**src/rtl/hdlc_tx_pkg.sv**
```systemverilog
package hdlc_tx_pkg;
  localparam int BYTE_W    = 8;
  localparam int CRC_W     = 16;
  localparam int STUFF_RUN = 5;

  localparam logic [BYTE_W-1:0] FLAG_BYTE = 8'h7E;
  localparam logic [BYTE_W-1:0] MARK_BYTE = 8'hFF;
  localparam logic [CRC_W-1:0]  CRC_POLY_REFL = 16'h8408;
  localparam logic [CRC_W-1:0]  CRC_PRESET    = 16'hFFFF;

  // control write field positions
  localparam int CB_TX_EN  = 5;
  localparam int CB_EOP    = 4;
  localparam int CB_ABORT  = 3;
  localparam int CB_FILL   = 2;
  localparam int CB_TRANSP = 1;

  typedef struct packed {
    logic tx_en;
    logic arm_eop;
    logic arm_abort;
    logic flag_fill;
    logic transp;
  } ctrl_t;

  typedef struct packed {
    logic              abort_tag;
    logic              eop_tag;
    logic [BYTE_W-1:0] data;
  } txq_entry_t;

  typedef enum logic [2:0] {
    PH_IDLE,
    PH_DATA,
    PH_FCS_LO,
    PH_FCS_HI,
    PH_CLOSE
  } tx_phase_t;

  function automatic logic [CRC_W-1:0] crc_step_byte(input logic [CRC_W-1:0] c,
                                                     input logic [BYTE_W-1:0] d);
    logic [CRC_W-1:0] r;
    logic fb;
    r = c;
    for (int i = 0; i < BYTE_W; i++) begin
      fb = r[0] ^ d[i];
      r  = r >> 1;
      if (fb) r = r ^ CRC_POLY_REFL;
    end
    return r;
  endfunction
endpackage

```
**src/rtl/hdlc_tx_rst_sync.sv**
```systemverilog
module hdlc_tx_rst_sync #(
  parameter int STAGES = 2
) (
  input  logic clk,
  input  logic rst_n,
  output logic rst_n_s
);
  logic [STAGES-1:0] sync_q;
  logic [STAGES-1:0] sync_d;

  always_comb begin
    sync_d = {sync_q[STAGES-2:0], 1'b1};
  end

  always_ff @(posedge clk or negedge rst_n) begin
    if (!rst_n) sync_q <= '0;
    else        sync_q <= sync_d;
  end

  assign rst_n_s = sync_q[STAGES-1];
endmodule

```
**src/rtl/hdlc_tx_ctrl.sv**
```systemverilog
module hdlc_tx_ctrl
  import hdlc_tx_pkg::*;
(
  input  logic              clk,
  input  logic              rst_n,
  input  logic              ctrl_we,
  input  logic [BYTE_W-1:0] ctrl_wdata,
  input  logic              fifo_we,
  output ctrl_t             ctrl
);
  ctrl_t ctrl_q;
  ctrl_t ctrl_d;

  always_comb begin
    ctrl_d = ctrl_q;
    if (ctrl_we) begin
      ctrl_d.tx_en     = ctrl_wdata[CB_TX_EN];
      ctrl_d.arm_eop   = ctrl_wdata[CB_EOP];
      ctrl_d.arm_abort = ctrl_wdata[CB_ABORT];
      ctrl_d.flag_fill = ctrl_wdata[CB_FILL];
      ctrl_d.transp    = ctrl_wdata[CB_TRANSP];
    end else if (fifo_we) begin
      ctrl_d.arm_eop   = 1'b0;
      ctrl_d.arm_abort = 1'b0;
    end
  end

  always_ff @(posedge clk or negedge rst_n) begin
    if (!rst_n) ctrl_q <= '0;
    else        ctrl_q <= ctrl_d;
  end

  assign ctrl = ctrl_q;
endmodule

```
**src/rtl/hdlc_tx_fifo.sv**
```systemverilog
module hdlc_tx_fifo #(
  parameter int DEPTH = 16,
  parameter int WIDTH = 10
) (
  input  logic             clk,
  input  logic             rst_n,
  input  logic             wr_en,
  input  logic [WIDTH-1:0] wr_data,
  input  logic             rd_en,
  output logic [WIDTH-1:0] rd_data,
  output logic             empty,
  output logic             full
);
  localparam int AW   = (DEPTH > 1) ? $clog2(DEPTH) : 1;
  localparam int CW   = $clog2(DEPTH + 1);
  localparam logic [AW-1:0] LAST_IDX = AW'(DEPTH - 1);
  localparam logic [CW-1:0] FULL_CNT = CW'(DEPTH);

  logic [AW-1:0]    wr_idx_q, wr_idx_d, rd_idx_q, rd_idx_d;
  logic [CW-1:0]    count_q, count_d;
  logic [WIDTH-1:0] mem_q [DEPTH];
  logic [DEPTH-1:0] slot_we;
  logic             push, pop;

  assign empty = (count_q == '0);
  assign full  = (count_q == FULL_CNT);
  assign push  = wr_en && !full;
  assign pop   = rd_en && !empty;

  for (genvar g = 0; g < DEPTH; g++) begin : g_slot_we
    assign slot_we[g] = push && (wr_idx_q == AW'(g));
  end

  always_comb begin
    wr_idx_d = wr_idx_q;
    rd_idx_d = rd_idx_q;
    count_d  = count_q;
    if (push) wr_idx_d = (wr_idx_q == LAST_IDX) ? '0 : wr_idx_q + 1'b1;
    if (pop)  rd_idx_d = (rd_idx_q == LAST_IDX) ? '0 : rd_idx_q + 1'b1;
    unique case ({push, pop})
      2'b10:   count_d = count_q + 1'b1;
      2'b01:   count_d = count_q - 1'b1;
      default: count_d = count_q;
    endcase
  end

  always_ff @(posedge clk or negedge rst_n) begin
    if (!rst_n) begin
      wr_idx_q <= '0;
      rd_idx_q <= '0;
      count_q  <= '0;
    end else begin
      wr_idx_q <= wr_idx_d;
      rd_idx_q <= rd_idx_d;
      count_q  <= count_d;
    end
  end

  always_ff @(posedge clk) begin
    for (int i = 0; i < DEPTH; i++) begin
      if (slot_we[i]) mem_q[i] <= wr_data;
    end
  end

  assign rd_data = mem_q[rd_idx_q];
endmodule

```
**src/rtl/hdlc_tx_serial.sv**
```systemverilog
module hdlc_tx_serial
  import hdlc_tx_pkg::*;
(
  input  logic       clk,
  input  logic       rst_n,
  input  logic       bit_en,
  input  ctrl_t      ctrl,
  input  txq_entry_t head,
  input  logic       q_empty,
  output logic       pop,
  output logic       tx_bit,
  output logic       underrun
);
  localparam int CNT_W = $clog2(BYTE_W);
  localparam int ONE_W = $clog2(STUFF_RUN + 1);
  localparam logic [ONE_W-1:0] RUN_LIMIT = ONE_W'(STUFF_RUN);

  tx_phase_t         phase_q, phase_d;
  logic [BYTE_W-1:0] sh_q, sh_d;
  logic [CNT_W-1:0]  cnt_q, cnt_d;
  logic              stuff_q, stuff_d;
  logic [ONE_W-1:0]  ones_q, ones_d;
  logic [CRC_W-1:0]  crc_q, crc_d;
  logic              bit_q, bit_d;
  logic              urun_q, urun_d;

  logic              load;
  logic [BYTE_W-1:0] seg_bits;
  logic              seg_stuff;

  // segment selection at a byte boundary
  always_comb begin
    phase_d   = phase_q;
    crc_d     = crc_q;
    urun_d    = 1'b0;
    pop       = 1'b0;
    seg_bits  = MARK_BYTE;
    seg_stuff = 1'b0;
    load      = bit_en && (ones_q != RUN_LIMIT) && (cnt_q == '0);
    if (load) begin
      unique case (phase_q)
        PH_IDLE: begin
          if (ctrl.tx_en && !q_empty) begin
            if (ctrl.transp) begin
              pop      = 1'b1;
              seg_bits = head.data;
            end else begin
              seg_bits = FLAG_BYTE;
              crc_d    = CRC_PRESET;
              phase_d  = PH_DATA;
            end
          end else if (ctrl.tx_en && ctrl.flag_fill && !ctrl.transp) begin
            seg_bits = FLAG_BYTE;
          end
        end
        PH_DATA: begin
          if (q_empty) begin
            urun_d  = 1'b1;
            phase_d = PH_IDLE;
          end else begin
            pop = 1'b1;
            if (head.abort_tag) begin
              phase_d = PH_IDLE;
            end else begin
              seg_bits  = head.data;
              seg_stuff = 1'b1;
              crc_d     = crc_step_byte(crc_q, head.data);
              if (head.eop_tag) phase_d = PH_FCS_LO;
            end
          end
        end
        PH_FCS_LO: begin
          seg_bits  = ~crc_q[BYTE_W-1:0];
          seg_stuff = 1'b1;
          phase_d   = PH_FCS_HI;
        end
        PH_FCS_HI: begin
          seg_bits  = ~crc_q[CRC_W-1:BYTE_W];
          seg_stuff = 1'b1;
          phase_d   = PH_CLOSE;
        end
        PH_CLOSE: begin
          seg_bits = FLAG_BYTE;
          phase_d  = PH_IDLE;
        end
        default: phase_d = PH_IDLE;
      endcase
    end
  end

  // bit shifting and zero insertion
  always_comb begin
    sh_d    = sh_q;
    cnt_d   = cnt_q;
    stuff_d = stuff_q;
    ones_d  = ones_q;
    bit_d   = bit_q;
    if (bit_en) begin
      if (ones_q == RUN_LIMIT) begin
        bit_d  = 1'b0;
        ones_d = '0;
      end else if (load) begin
        bit_d   = seg_bits[0];
        sh_d    = seg_bits >> 1;
        cnt_d   = CNT_W'(BYTE_W - 1);
        stuff_d = seg_stuff;
        ones_d  = (seg_stuff && seg_bits[0]) ? ones_q + 1'b1 : '0;
      end else begin
        bit_d  = sh_q[0];
        sh_d   = sh_q >> 1;
        cnt_d  = cnt_q - 1'b1;
        ones_d = (stuff_q && sh_q[0]) ? ones_q + 1'b1 : '0;
      end
    end
  end

  always_ff @(posedge clk or negedge rst_n) begin
    if (!rst_n) begin
      phase_q <= PH_IDLE;
      sh_q    <= MARK_BYTE;
      cnt_q   <= '0;
      stuff_q <= 1'b0;
      ones_q  <= '0;
      crc_q   <= CRC_PRESET;
      bit_q   <= 1'b1;
      urun_q  <= 1'b0;
    end else begin
      phase_q <= phase_d;
      sh_q    <= sh_d;
      cnt_q   <= cnt_d;
      stuff_q <= stuff_d;
      ones_q  <= ones_d;
      crc_q   <= crc_d;
      bit_q   <= bit_d;
      urun_q  <= urun_d;
    end
  end

  assign tx_bit   = bit_q;
  assign underrun = urun_q;
endmodule

```
**src/rtl/hdlc_tx_tagq.sv**
```systemverilog
module hdlc_tx_tagq
  import hdlc_tx_pkg::*;
#(
  parameter int FIFO_DEPTH = 16
) (
  input  logic              clk,
  input  logic              rst_n,
  input  logic              ctrl_we,
  input  logic [BYTE_W-1:0] ctrl_wdata,
  input  logic              fifo_we,
  input  logic [BYTE_W-1:0] fifo_wdata,
  input  logic              bit_en,
  output logic              tx_bit,
  output logic              fifo_empty,
  output logic              fifo_full,
  output logic              tx_underrun
);
  localparam int ENTRY_W = $bits(txq_entry_t);

  logic             rst_n_s;
  ctrl_t            ctrl;
  logic             arm_eop, arm_abort;
  txq_entry_t       wr_entry, head;
  logic [ENTRY_W-1:0] head_raw;
  logic             pop;

  hdlc_tx_rst_sync #(.STAGES(2)) u_rst (
    .clk     (clk),
    .rst_n   (rst_n),
    .rst_n_s (rst_n_s)
  );

  hdlc_tx_ctrl u_ctrl (
    .clk        (clk),
    .rst_n      (rst_n_s),
    .ctrl_we    (ctrl_we),
    .ctrl_wdata (ctrl_wdata),
    .fifo_we    (fifo_we),
    .ctrl       (ctrl)
  );

  assign arm_eop   = ctrl.arm_eop;
  assign arm_abort = ctrl.arm_abort;

  always_comb begin
    wr_entry.abort_tag = arm_abort;
    wr_entry.eop_tag   = arm_eop;
    wr_entry.data      = fifo_wdata;
  end

  hdlc_tx_fifo #(.DEPTH(FIFO_DEPTH), .WIDTH(ENTRY_W)) u_fifo (
    .clk     (clk),
    .rst_n   (rst_n_s),
    .wr_en   (fifo_we),
    .wr_data (wr_entry),
    .rd_en   (pop),
    .rd_data (head_raw),
    .empty   (fifo_empty),
    .full    (fifo_full)
  );

  assign head = txq_entry_t'(head_raw);

  hdlc_tx_serial u_ser (
    .clk      (clk),
    .rst_n    (rst_n_s),
    .bit_en   (bit_en),
    .ctrl     (ctrl),
    .head     (head),
    .q_empty  (fifo_empty),
    .pop      (pop),
    .tx_bit   (tx_bit),
    .underrun (tx_underrun)
  );
endmodule

```
**config.mk**
```make
export PLATFORM = sky130hd
export DESIGN_NAME = hdlc_tx_tagq
export DESIGN_NICKNAME = d
export VERILOG_FILES = /design/src/rtl/hdlc_tx_pkg.sv /design/src/rtl/hdlc_tx_rst_sync.sv /design/src/rtl/hdlc_tx_ctrl.sv /design/src/rtl/hdlc_tx_fifo.sv /design/src/rtl/hdlc_tx_serial.sv /design/src/rtl/hdlc_tx_tagq.sv
export SDC_FILE = /design/constraint.sdc
export NUM_CORES = 1
export LEC_CHECK = 0
export BUFFER_PORTS_ARGS = -buffer_cell sky130_fd_sc_hd__buf_2
export CAP_MARGIN = 20
export CORE_ASPECT_RATIO = 2
export CORE_MARGIN = 3
export CORE_UTILIZATION = 60
export DETAILED_ROUTE_END_ITERATION = 7
export PLACE_DENSITY = 0.83
export REMOVE_ABC_BUFFERS = 1
export SLEW_MARGIN = 15
export SYNTH_ARGS = -nofsm -noshare
export SYNTH_HDL_FRONTEND = slang
export SYNTH_HIERARCHICAL = 1
export SYNTH_SLANG_ARGS = --single-unit
export TNS_END_PERCENT = 30
```
**constraint.sdc**
```tcl
create_clock -name clk -period 2.06 [get_ports clk]
set_input_delay 0.206 -clock clk [delete_from_list [all_inputs] [get_ports clk]]
set_output_delay 0.206 -clock clk [all_outputs]
set_load 0.02 [all_outputs]
```
==> run metrics, run 1 <==
Congestion Overflow GR 0; TritonCTS Sinks 216; Setup Crit Path Kind reg2reg; fraction of the yosys area taken by sequential cells 0.660; commonest register cell after synthesis sky130_fd_sc_hd__edfxtp_1; count of distinct cell types in the synthesized netlist 57; reported max-cap violation count 0; cells after synthesis 645; power per unit of standard cell area 1540 nW/um^2; num ports 25; count of flip-flops with a built-in enable after synthesis 160; Tightest Hold Check Type in2async; number of vias after detailed routing 6757; IO Port Bufs 21; Vias/cell 6.83; total detailed-routing wirelength 29000 microns; diodes inserted 0; number of DRC markers in iteration 0 648; initial core utilization 0.615; cell-by-cell listing of the critical path buf_12, buf_16, buf_4, mux2i_1, a221oi_2, o21ai_1, nand2_4, a21oi_2, o21ai_1, a211o_2, o211ai_1, o21ai_1; minimum period implied by the final worst setup slack 2.81 ns; period utilization 1.37; HPWL reported at the end of detailed placement 14100 microns; Antenna Nets Post-Route 0; Worst Tran Pin Value 0.695 ns; CP max stage cell sky130_fd_sc_hd__dfrtp_4; floorplan row count 64; buffer depth of the longest clock path 3; Placer Congestion 0.863; source-to-sink clock delay at the later pin of the worst-skew pair 0.49 ns; most frequent CP cell sky130_fd_sc_hd__o21ai_1; post-synthesis cell area 9460 sq um; via count of the first global-routing pass 6844; DRC errors left 0; largest net degree at the start of global routing 32; share of power burned in combinational logic 0.501; portion of total power attributed to sequential cells 0.316; violated checks negative setup slack; Leak Pwr 4.57 nW; final-report max-slew violation count 0; Placeable Area 15400 sq um; mean instance size in the synthesized netlist 14.7 sq um; required time at the worst-slack endpoint 2.43 ns; minimum setup slack in the final design -0.754 ns; Hold Fails Final Rpt 0; Synth warnings 6; CTS Root Buffer Type sky130_fd_sc_hd__clkbuf_16; antenna violations before repair 0; first-pass GRT wire length 38400 microns; Clock Pin Slew Worst Setup and Hold Paths 0.06 ns; Crit path largest cell delay 0.52 ns; path depth of the worst reg2reg path 12; cell-internal power 12.5 mW; fmax 355 MHz; type of destination of the critical path flop; Switch Pwr 7.22 mW; TritonCTS clock tree done; Inst Count DP 915; final worst clock skew 0.0120 ns; maximum ir drop on the vdd rail 0.000877 V; overall die area 17400 sq um; GRT Resource Usage Total 0.295; layout cell share with drive strength beyond 1 0.494; critical path data arrival time 3.18 ns; status complete, but fails checks; count of nets after finishing 816; startpoint types flop; routed len/inst 29.3 microns; unrepaired setup endpoints after global routing yes; power share of the clock group 0.183; area added between synthesis and finish 35.0%; remaining max-slew budget at the tightest pin 0.533; switching fraction of total power 0.367; critical-path maximum fanout 8; number of detailed-routing iterations run before antenna repair 5; synthesized flop and latch total 216; # H-tree levels 1; DIE WIDTH 94.8 microns; number of cells in the finished layout apart from fillers 989; number of buffers created by CTS 19; final setup violating endpoints 46; share of synthesized flip-flops with an asynchronous set or reset 0.259; Die Span Y 184 microns; Util after Layout 0.830
synth_stat cells, types with 3 or more instances:
cell | number | area share
sky130_fd_sc_hd__edfxtp_1 | 160 | 0.51
sky130_fd_sc_hd__nor2_1 | 51 | 0.020
sky130_fd_sc_hd__mux2i_1 | 43 | 0.046
sky130_fd_sc_hd__nand2_1 | 39 | 0.015
sky130_fd_sc_hd__o21ai_0 | 35 | 0.019
sky130_fd_sc_hd__dfrtp_1 | 31 | 0.082
sky130_fd_sc_hd__dfstp_2 | 25 | 0.069
sky130_fd_sc_hd__a21oi_1 | 22 | 0.012
sky130_fd_sc_hd__xnor2_1 | 22 | 0.020
sky130_fd_sc_hd__mux4_2 | 21 | 0.050
sky130_fd_sc_hd__a221oi_1 | 20 | 0.019
sky130_fd_sc_hd__clkbuf_1 | 14 | 0.0056
sky130_fd_sc_hd__ha_1 | 13 | 0.017
sky130_fd_sc_hd__inv_1 | 11 | 0.0044
sky130_fd_sc_hd__nor3_1 | 11 | 0.0058
sky130_fd_sc_hd__a22oi_1 | 10 | 0.0079
sky130_fd_sc_hd__a31oi_1 | 9 | 0.0060
sky130_fd_sc_hd__nor2b_1 | 9 | 0.0060
sky130_fd_sc_hd__buf_2 | 8 | 0.0042
sky130_fd_sc_hd__xor2_1 | 8 | 0.0074
sky130_fd_sc_hd__buf_6 | 7 | 0.0083
sky130_fd_sc_hd__a2bb2oi_1 | 6 | 0.0056
sky130_fd_sc_hd__mux2_2 | 6 | 0.0071
sky130_fd_sc_hd__nand2b_1 | 6 | 0.0040
sky130_fd_sc_hd__nand3_1 | 6 | 0.0032
sky130_fd_sc_hd__o31ai_1 | 5 | 0.0040
sky130_fd_sc_hd__a211oi_1 | 4 | 0.0032
sky130_fd_sc_hd__buf_4 | 4 | 0.0032
sky130_fd_sc_hd__nor4_1 | 3 | 0.0020
sky130_fd_sc_hd__o211ai_1 | 3 | 0.0024
stage by stage:
stage / hold slack, ns / total power [mW] / setup WS [ns] / TNS [ns] / instance area [sq um]
after floorplan: -0.0896 / 9.44 / -2.50 / -114.80 / 9250
after global placement: -0.00618 / 11.3 / -0.821 / -42.21 / 10400
after detailed placement: -0.00550 / 11.6 / -0.898 / -55.43 / 10400
after CTS: 0.0101 / 16.8 / -0.661 / -15.11 / 12000
after global routing: 0.0535 / 20.3 / -0.832 / -25.33 / 12800
final: 0.0431 / 19.7 / -0.754 / -19.81 / 12800
power by group through the flow:
stage	Sequential (mW)	Clock, mW	Combinational (mW)
floorplan	6.30	0	3.15
global placement	6.01	0	5.31
CTS	6.03	3.59	7.22
global route	6.26	3.80	10.2
finish	6.22	3.61	9.87
detailed placement	6.07	0	5.52
flip-flops by register name (all words and copies together), names as in the netlist:
register         cells
u_ctrl/ctrl          5
u_ser/crc_q         16
u_ser/cnt_q          3
u_fifo/wr_idx_q      4
u_fifo/mem_q       160
u_ser/stuff_q        1
u_ser/ones_q         3
u_ser/tx_bit         1
u_ser/phase_q        3
u_ser/sh_q           8
u_rst/sync_q         2
u_fifo/rd_idx_q      4
u_fifo/count_q       5
u_ser/underrun       1
worst paths after layout:
path / start / endpoint / slack (ns)
min in group clk: bit_en / u_ser/tx_bit$_DFFE_PN1P_ / 0.06
max in group asynchronous: u_rst/sync_q[1]$_DFF_PN0_ / u_ser/sh_q[3]$_DFFE_PN1P_ / 1.09
hold reg to reg: u_rst/sync_q[1]$_DFF_PN0_ / u_fifo/rd_idx_q[1]$_DFFE_PN0P_ / 0.28
setup / recovery: u_fifo/rd_idx_q[0]$_DFFE_PN0P_ / u_ser/ones_q[2]$_DFFE_PN0P_ / -0.75
setup reg to reg: u_fifo/rd_idx_q[0]$_DFFE_PN0P_ / u_ser/ones_q[2]$_DFFE_PN0P_ / -0.75
hold / removal: rst_n / u_rst/sync_q[1]$_DFF_PN0_ / 0.04
critical path, delay by kind of cell, from the launching register on:
kind	cells	cell delay, ns
compound gates	7	1.31
mux	1	0.25
buf+inv	3	0.45
simple gates	1	0.14
flops	1	0.52
cells by family after synthesis:
group | Yosys count | synth area share
flops | 216 | 0.660
simple gates | 135 | 0.0650
compound gates | 130 | 0.0953
mux | 72 | 0.106
buf+inv | 47 | 0.0269
xor+xnor | 30 | 0.0278
fa+ha+maj | 14 | 0.0193
other cells | 1 | 0.000397
final cells by class:
| class | count | area, sq um |
|---|---|---|
| Sequential cell | 216 | 6240 |
| Multi-Input combinational cell | 382 | 4140 |
| Fill cell | 612 | 2610 |
| Timing Repair Buffer | 150 | 1470 |
| Clock buffer | 20 | 479 |
| Tap cell | 198 | 248 |
| Inverter | 12 | 48.8 |
| Clock inverter | 11 | 133 |
layer usage:
| metal | vias to the layer above | GRT usage | wire [microns] | share of wire |
|---|---|---|---|---|
| met4 | 0 | 0.159 | 2460 | 0.085 |
| li1 | 2733 | - | - | - |
| met5 | - | 0 | 0 | 0 |
| met2 | 454 | 0.538 | 15200 | 0.52 |
| met1 | 3389 | 0.321 | 9400 | 0.32 |
| met3 | 181 | 0.0455 | 1960 | 0.068 |
cells in the final DEF, fill, tap and decap left out, types with 9 or more instances in the layout:
cell and n:
sky130_fd_sc_hd__o21ai_0 16, sky130_fd_sc_hd__a221oi_2 15, sky130_fd_sc_hd__edfxtp_1 160, sky130_fd_sc_hd__o21ai_1 16
sky130_fd_sc_hd__mux2i_1 30, sky130_fd_sc_hd__dfstp_2 25, sky130_fd_sc_hd__mux4_2 21, sky130_fd_sc_hd__dfrtp_1 29
sky130_fd_sc_hd__buf_6 28, sky130_fd_sc_hd__a21oi_1 10, sky130_fd_sc_hd__a21oi_2 9, sky130_fd_sc_hd__buf_2 21
sky130_fd_sc_hd__nand2_2 13, sky130_fd_sc_hd__clkbuf_16 21, sky130_fd_sc_hd__nand2_1 22, sky130_fd_sc_hd__nor2_1 30
sky130_fd_sc_hd__nor2_4 14, sky130_fd_sc_hd__buf_4 73, sky130_fd_sc_hd__xnor2_2 12
repair_timing:
item	in CTS	in global routing
setup buffers	22	21
setup endpoints to repair	168	124
gates resized for setup	142	140
endpoints found under the hold margin	7	0
pin swaps	57	82
hold buffers	7	0
cloned	6	2
Power figures use the tool's default switching activity.
==> inputs of run 2 (changes only) <==
--- a/config.mk
+++ b/config.mk
@@ -5,7 +5,7 @@
 export SDC_FILE = /design/constraint.sdc
 export NUM_CORES = 1
 export LEC_CHECK = 0
-export BUFFER_PORTS_ARGS = -buffer_cell sky130_fd_sc_hd__buf_2
+export BUFFER_PORTS_ARGS = -buffer_cell sky130_fd_sc_hd__buf_4
 export CAP_MARGIN = 20
 export CORE_ASPECT_RATIO = 2
 export CORE_MARGIN = 3
==> run metrics, run 2 (synthesized netlist as in run 1, its figures left out) <==
met1 Usage GRT 0.314; area added between synthesis and finish 33.0%; DP Area 10400 sq um; Antenna Nets Post-Route 0; HPWL reported at the end of detailed placement 14500 microns; violated checks negative setup slack; most common cell after layout, fill and taps aside sky130_fd_sc_hd__edfxtp_1; number of detailed-routing iterations run before antenna repair 5; period utilization 1.41; Largest Register u_fifo/mem_q; largest registers u_fifo/mem_q (160), u_ser/crc_q (16), u_ser/sh_q (8); met2 usage in global routing 0.559; type of destination of the critical path flop; multi-input combinational cell area 3880 sq um; num ports 25; antenna violations before repair 0; critical-path maximum fanout 4; Placer Congestion 0.847; Clock Pin Slew Worst Setup and Hold Paths 0.08 ns; DIE WIDTH 94.8 microns; required time at the worst-slack endpoint 2.48 ns; fill cell instance count of the final layout 667; fmax 343 MHz; final setup violating endpoints 41; source-to-sink clock delay at the later pin of the worst-skew pair 0.50 ns; remaining max-slew budget at the tightest pin 0.536; critical path data arrival time 3.33 ns; minimum period implied by the final worst setup slack 2.91 ns; busiest layer in global routing met2; total detailed-routing wirelength 28500 microns; final worst clock skew 0.0206 ns; Hold Fails Final Rpt 0; via count of the first global-routing pass 6960; startpoint types flop; number of DRC markers in iteration 0 506; Die Span Y 184 microns; buffer depth of the longest clock path 3; unrepaired setup endpoints after global routing yes; count of nets after finishing 818; Tightest Hold Check Type in2async; DRC errors left 0; final-report max-slew violation count 0; Congestion Overflow GR 0; TritonCTS Sinks 216; reported max-cap violation count 0; final instance area 12600 sq um; Placeable Area 15400 sq um; Register Area 6240 sq um; number of buffers created by CTS 19; total design power 18.1 mW; CTS Root Buffer Type sky130_fd_sc_hd__clkbuf_16; layout cell share with drive strength beyond 1 0.467; initial core utilization 0.615; path depth of the worst reg2reg path 12; IO Port Bufs 21; GRT Resource Usage Total 0.306; Vias/cell 6.65; Setup Crit Path Kind reg2reg; number of vias after detailed routing 6604; Leak Pwr 4.56 nW; floorplan row count 64; diodes inserted 0; minimum setup slack in the final design -0.854 ns; first-pass GRT wire length 39300 microns; global routing met3 resource utilization 0.0438; routed len/inst 28.7 microns; # H-tree levels 1; power per unit of standard cell area 1440 nW/um^2; maximum ir drop on the vdd rail 0.000842 V; Largest register FFs 160; overall die area 17400 sq um; status complete, but fails checks; TritonCTS clock tree done; most frequent cells in the layout sky130_fd_sc_hd__edfxtp_1, sky130_fd_sc_hd__buf_4, sky130_fd_sc_hd__mux2i_1, sky130_fd_sc_hd__dfrtp_1, sky130_fd_sc_hd__dfstp_2; largest net degree at the start of global routing 26; Worst Tran Pin Value 0.691 ns
[run 2: changes by cell type in the layout (fill, tap and decap cells not counted), sizes merged]
cell         change
clkbuf           +3
buf              +2
clkinv           -2
dlygate4sd3      +2
clkinvlp         -1
[run 2: final timing paths]
| check | start | endpoint | slack (ns) |
|---|---|---|---|
| max reg2reg | u_ser/ones_q[1]$_DFFE_PN0P_ | u_fifo/count_q[4]$_DFFE_PN0P_ | -0.85 |
| max in group asynchronous | u_rst/sync_q[1]$_DFF_PN0_ | u_ser/tx_bit$_DFFE_PN1P_ | 1.08 |
| min reg2reg | u_rst/sync_q[1]$_DFF_PN0_ | u_ctrl/ctrl[2]$_DFFE_PN0P_ | 0.28 |
| min | rst_n | u_rst/sync_q[0]$_DFF_PN0_ | 0.02 |
| min in group clk | fifo_wdata[3] | u_fifo/mem_q[15][3]$_DFFE_PP_ | 0.02 |
| max | u_ser/ones_q[1]$_DFFE_PN0P_ | u_fifo/count_q[4]$_DFFE_PN0P_ | -0.85 |
[run 2: per-stage QoR]
stage                util  hold WS (ns)  setup slack (ns)  std cells  TNS (ns)
floorplan               -       -0.0896             -2.50        610   -114.80
global placement    0.677       -0.0111            -0.816        915    -41.13
detailed placement  0.677       -0.0100            -0.933        915    -54.63
CTS                 0.794       0.00470            -0.650        985    -17.52
global route        0.818        0.0267            -0.953        993    -24.73
finish              0.818        0.0154            -0.854        993    -20.35
[run 2: power by group]
| part | switching [mW] | leakage, nW | internal (mW) |
|---|---|---|---|
| sequential | 0.674 | 2.10 | 5.55 |
| combinational | 4.14 | 2.16 | 4.08 |
| clock | 1.54 | 0.303 | 2.11 |
[run 2: repair_timing]
action | in CTS | in global routing
buffers inserted | 29 | 14
cloned | 5 | 0
hold endpoints to repair | 10 | 0
hold buffers | 9 | 0
pin swaps | 68 | 38
resized for setup | 173 | 67
endpoints found under the setup margin | 166 | 152
[run 2: metal layers]
| layer | vias up | part of all wire |
|---|---|---|
| li1 | 2742 | - |
| met5 | - | 0 |
| met1 | 3338 | 0.32 |
| met2 | 371 | 0.56 |
| met3 | 153 | 0.051 |
| met4 | 0 | 0.073 |
[run 2: final cells by class]
cell class,count,share of cell area
multi-input cells,382,0.308
repair buffers,152,0.123
flip-flops and latches,216,0.496
inverters,12,0.00358
well taps,198,0.0197
clock buffers,25,0.0404
clock inverters,8,0.00905
[run 2: worst max-delay path, stage by stage (launching register included)]
cell,delay (ns)
sky130_fd_sc_hd__dfrtp_1,0.36
sky130_fd_sc_hd__inv_1,0.06
sky130_fd_sc_hd__ha_1,0.30
sky130_fd_sc_hd__a21boi_4,0.22
sky130_fd_sc_hd__nand2_2,0.13
sky130_fd_sc_hd__nor4_4,0.30
sky130_fd_sc_hd__o21a_4,0.21
sky130_fd_sc_hd__ha_4,0.16
sky130_fd_sc_hd__ha_1,0.26
sky130_fd_sc_hd__a21o_1,0.22
sky130_fd_sc_hd__a21oi_2,0.20
sky130_fd_sc_hd__mux2i_1,0.26
sky130_fd_sc_hd__xnor2_1,0.15
==> inputs of run 3 (changes only) <==
--- a/config.mk
+++ b/config.mk
@@ -5,6 +5,7 @@
 export SDC_FILE = /design/constraint.sdc
 export NUM_CORES = 1
 export LEC_CHECK = 0
+export ABC_AREA = 1
 export BUFFER_PORTS_ARGS = -buffer_cell sky130_fd_sc_hd__buf_4
 export CAP_MARGIN = 20
 export CORE_ASPECT_RATIO = 2
@@ -13,6 +14,7 @@
 export DETAILED_ROUTE_END_ITERATION = 7
 export PLACE_DENSITY = 0.83
 export REMOVE_ABC_BUFFERS = 1
+export SKIP_LAST_GASP = 1
 export SLEW_MARGIN = 15
 export SYNTH_ARGS = -nofsm -noshare
 export SYNTH_HDL_FRONTEND = slang
==> run metrics, run 3 <==
count of distinct cell types in the synthesized netlist 40; share of synthesized flip-flops with an asynchronous set or reset 0.259; number of cells in the finished layout apart from fillers 1521; Congestion Overflow GR 0; type of destination of the critical path flop; number of vias after detailed routing 9148; TritonCTS Sinks 216; num ports 25; Synth top area share 0.457; initial core utilization 0.621; Hold Fails Final Rpt 0; worst-case hold slack 0.0339 ns; DIE WIDTH 99.6 microns; Antenna Nets Post-Route 0; biggest area contributors in the synthesized netlist sky130_fd_sc_hd__edfxtp_1, sky130_fd_sc_hd__nand2_1, sky130_fd_sc_hd__dfrtp_1, sky130_fd_sc_hd__dfstp_2, sky130_fd_sc_hd__inv_1; Largest register FFs 160; violated checks negative setup slack; required time at the worst-slack endpoint 2.44 ns; diodes inserted 0; final-report max-slew violation count 0; Setup Crit Path Kind reg2reg; area added between synthesis and finish 28.4%; path depth of the worst reg2reg path 17; Synth warnings 6; period utilization 1.21; antenna violations before repair 0; Tightest Hold Check Type in2async; most common cell after layout, fill and taps aside sky130_fd_sc_hd__nand2_1; Worst Tran Pin Value 1.14 ns; count of flip-flops with a built-in enable after synthesis 160; floorplan row count 67; multi-input combinational cell area 4170 sq um; Largest Register u_fifo/mem_q; Placer Congestion 0.911; Inst Count DP 1432; startpoint types flop; fmax 400 MHz; Die Span Y 193 microns; DRC errors left 0; unrepaired setup endpoints after global routing yes; largest net degree at the start of global routing 41; status complete, but fails checks; source-to-sink clock delay at the later pin of the worst-skew pair 0.51 ns; mean instance size in the synthesized netlist 9.19 sq um; GRT Resource Usage Total 0.291; commonest register cell after synthesis sky130_fd_sc_hd__edfxtp_1; cell type contributing the most total cell area after synthesis sky130_fd_sc_hd__edfxtp_1; IO Port Bufs 21; layout cell share with drive strength beyond 1 0.327; Placeable Area 16900 sq um; critical-path maximum fanout 7; synthesized flop and latch total 216; final worst clock skew 0.0172 ns; Crit Reg-Reg Startpoint u_ser/cnt_q[1]$_DFFE_PN0P_; most frequent cells in the layout sky130_fd_sc_hd__nand2_1, sky130_fd_sc_hd__edfxtp_1, sky130_fd_sc_hd__buf_4, sky130_fd_sc_hd__inv_1, sky130_fd_sc_hd__nor2_1; total detailed-routing wirelength 32700 microns; buffer depth of the longest clock path 3; Clock Pin Slew Worst Setup and Hold Paths 0.07 ns; overall die area 19200 sq um; power per unit of standard cell area 1190 nW/um^2; fraction of the yosys area taken by sequential cells 0.593; Register Area 6240 sq um; minimum setup slack in the final design -0.440 ns; maximum ir drop on the vdd rail 0.000789 V; remaining max-slew budget at the tightest pin 0.235; routed len/inst 21.5 microns; largest registers u_fifo/mem_q (160), u_ser/crc_q (16), u_ser/sh_q (8); Util after Layout 0.797; HPWL reported at the end of detailed placement 17400 microns; via count of the first global-routing pass 8498; count of nets after finishing 1336; first-pass GRT wire length 42900 microns; minimum period implied by the final worst setup slack 2.50 ns; CTS Root Buffer Type sky130_fd_sc_hd__clkbuf_16; # H-tree levels 1; number of detailed-routing iterations run before antenna repair 6; critical path data arrival time 2.88 ns; reported max-cap violation count 0; cells after synthesis 1144; number of DRC markers in iteration 0 1103; most used standard cell by instance count after synthesis sky130_fd_sc_hd__nand2_1; number of buffers created by CTS 20; Reg2Reg Capture Point u_fifo/rd_idx_q[3]$_DFFE_PN0P_; reg2reg setup slack -0.44 ns; Leak Pwr 5.92 nW; top post-synthesis cells by count sky130_fd_sc_hd__nand2_1, sky130_fd_sc_hd__edfxtp_1, sky130_fd_sc_hd__inv_1; Vias/cell 6.01; final setup violating endpoints 90; Setup Slack @ Placement -0.401 ns; fill cell instance count of the final layout 923; post-synthesis cell area 10500 sq um; TritonCTS clock tree done
==> run 3: cell count changes after synthesis, moves of 10 or more <==
cell	delta
sky130_fd_sc_hd__a21oi_1	-14
sky130_fd_sc_hd__a221oi_1	-20
sky130_fd_sc_hd__inv_1	+114
sky130_fd_sc_hd__mux2i_1	-43
sky130_fd_sc_hd__mux4_2	-21
sky130_fd_sc_hd__nand2_1	+389
sky130_fd_sc_hd__nand3_1	+85
sky130_fd_sc_hd__nand3_2	+11
sky130_fd_sc_hd__nor2_1	+57
sky130_fd_sc_hd__o21ai_0	-10
sky130_fd_sc_hd__o21ai_1	+12
sky130_fd_sc_hd__xnor2_1	-14
==> run 3: how the worst max path moves through the flow <==
stage	slack [ns]	depth (start not counted)	from	end
global route	-0.56	17	u_fifo/count_q[1]$_DFFE_PN0P_	u_fifo/count_q[4]$_DFFE_PN0P_
floorplan	-1.92	15	u_fifo/rd_idx_q[0]$_DFFE_PN0P_	u_ser/crc_q[0]$_DFFE_PN1P_
finish	-0.44	17	u_ser/cnt_q[1]$_DFFE_PN0P_	u_fifo/rd_idx_q[3]$_DFFE_PN0P_
detailed placement	-0.40	16	u_fifo/count_q[1]$_DFFE_PN0P_	u_fifo/count_q[4]$_DFFE_PN0P_
global placement	-0.29	16	u_fifo/count_q[1]$_DFFE_PN0P_	u_fifo/count_q[4]$_DFFE_PN0P_
CTS	-0.23	17	u_ser/cnt_q[1]$_DFFE_PN0P_	u_fifo/rd_idx_q[0]$_DFFE_PN0P_
==> run 3: stage by stage <==
stage	total power [mW]	cell area (sq um)	TNS [ns]
after detailed placement	10.5	11500	-7.60
after global routing	16.8	13500	-22.22
after floorplan	8.65	10200	-61.84
after CTS	14.6	12600	-6.74
final	16.1	13500	-16.08
after global placement	10.4	11500	-4.15
==> run 3: cell families (layout without fill, tap and decap cells) <==
family          count (synthesis)  count (layout)  synth area share
flops                         216             216             0.593
simple gates                  655             656             0.258
fa+ha+maj                      14              14            0.0174
xor+xnor                       12              12            0.0100
buf+inv                       174             343            0.0770
compound gates                 72              72            0.0436
other cells                     1               1          0.000357
==> run 3: routing by layer <==
metal  vias up  GRT usage  share of wire
li1       3986          -              -
met1      4260      0.289           0.30
met2       668      0.551           0.53
met3       234     0.0411          0.080
met4         0      0.191          0.087
met5         -          0              0
==> run 3: layout make-up <==
class,count,share of cell area
clock buffers,21,0.0389
repair buffers,176,0.125
multi-input cells,755,0.309
clock inverters,14,0.00807
well taps,207,0.0192
inverters,132,0.0378
flip-flops and latches,216,0.462
==> run 3: repair_timing <==
item / in CTS / in global routing
pin swaps: 27 / 77
gates resized for setup: 54 / 182
buffers inserted: 22 / 14
cloned: 4 / 5
hold buffers: 10 / 0
endpoints found under the setup margin: 62 / 70
hold endpoints to repair: 7 / 0
==> run 3: where the power goes <==
| part | internal (mW) | leakage, nW | total [mW] | switching [mW] |
|---|---|---|---|---|
| Clock | 1.99 | 0.306 | 3.67 | 1.68 |
| Sequential | 5.47 | 2.09 | 5.99 | 0.518 |
| Combinational | 2.64 | 3.52 | 6.46 | 3.81 |
| Total | 10.1 | 5.92 | 16.1 | 6.01 |
==> run 3: critical path: stages, from the launching register on <==
cell and delay (ns):
sky130_fd_sc_hd__dfrtp_1 0.39, sky130_fd_sc_hd__inv_2 0.06, sky130_fd_sc_hd__ha_2 0.17, sky130_fd_sc_hd__inv_1 0.05, sky130_fd_sc_hd__nor2_2 0.15, sky130_fd_sc_hd__nand2_2 0.09
sky130_fd_sc_hd__nor2_2 0.17, sky130_fd_sc_hd__nand2_2 0.11, sky130_fd_sc_hd__buf_4 0.14, sky130_fd_sc_hd__buf_4 0.12, sky130_fd_sc_hd__buf_4 0.12, sky130_fd_sc_hd__buf_4 0.12
sky130_fd_sc_hd__buf_4 0.12, sky130_fd_sc_hd__buf_4 0.12, sky130_fd_sc_hd__buf_4 0.12, sky130_fd_sc_hd__buf_4 0.15, sky130_fd_sc_hd__nand2_1 0.07, sky130_fd_sc_hd__o21ai_1 0.09
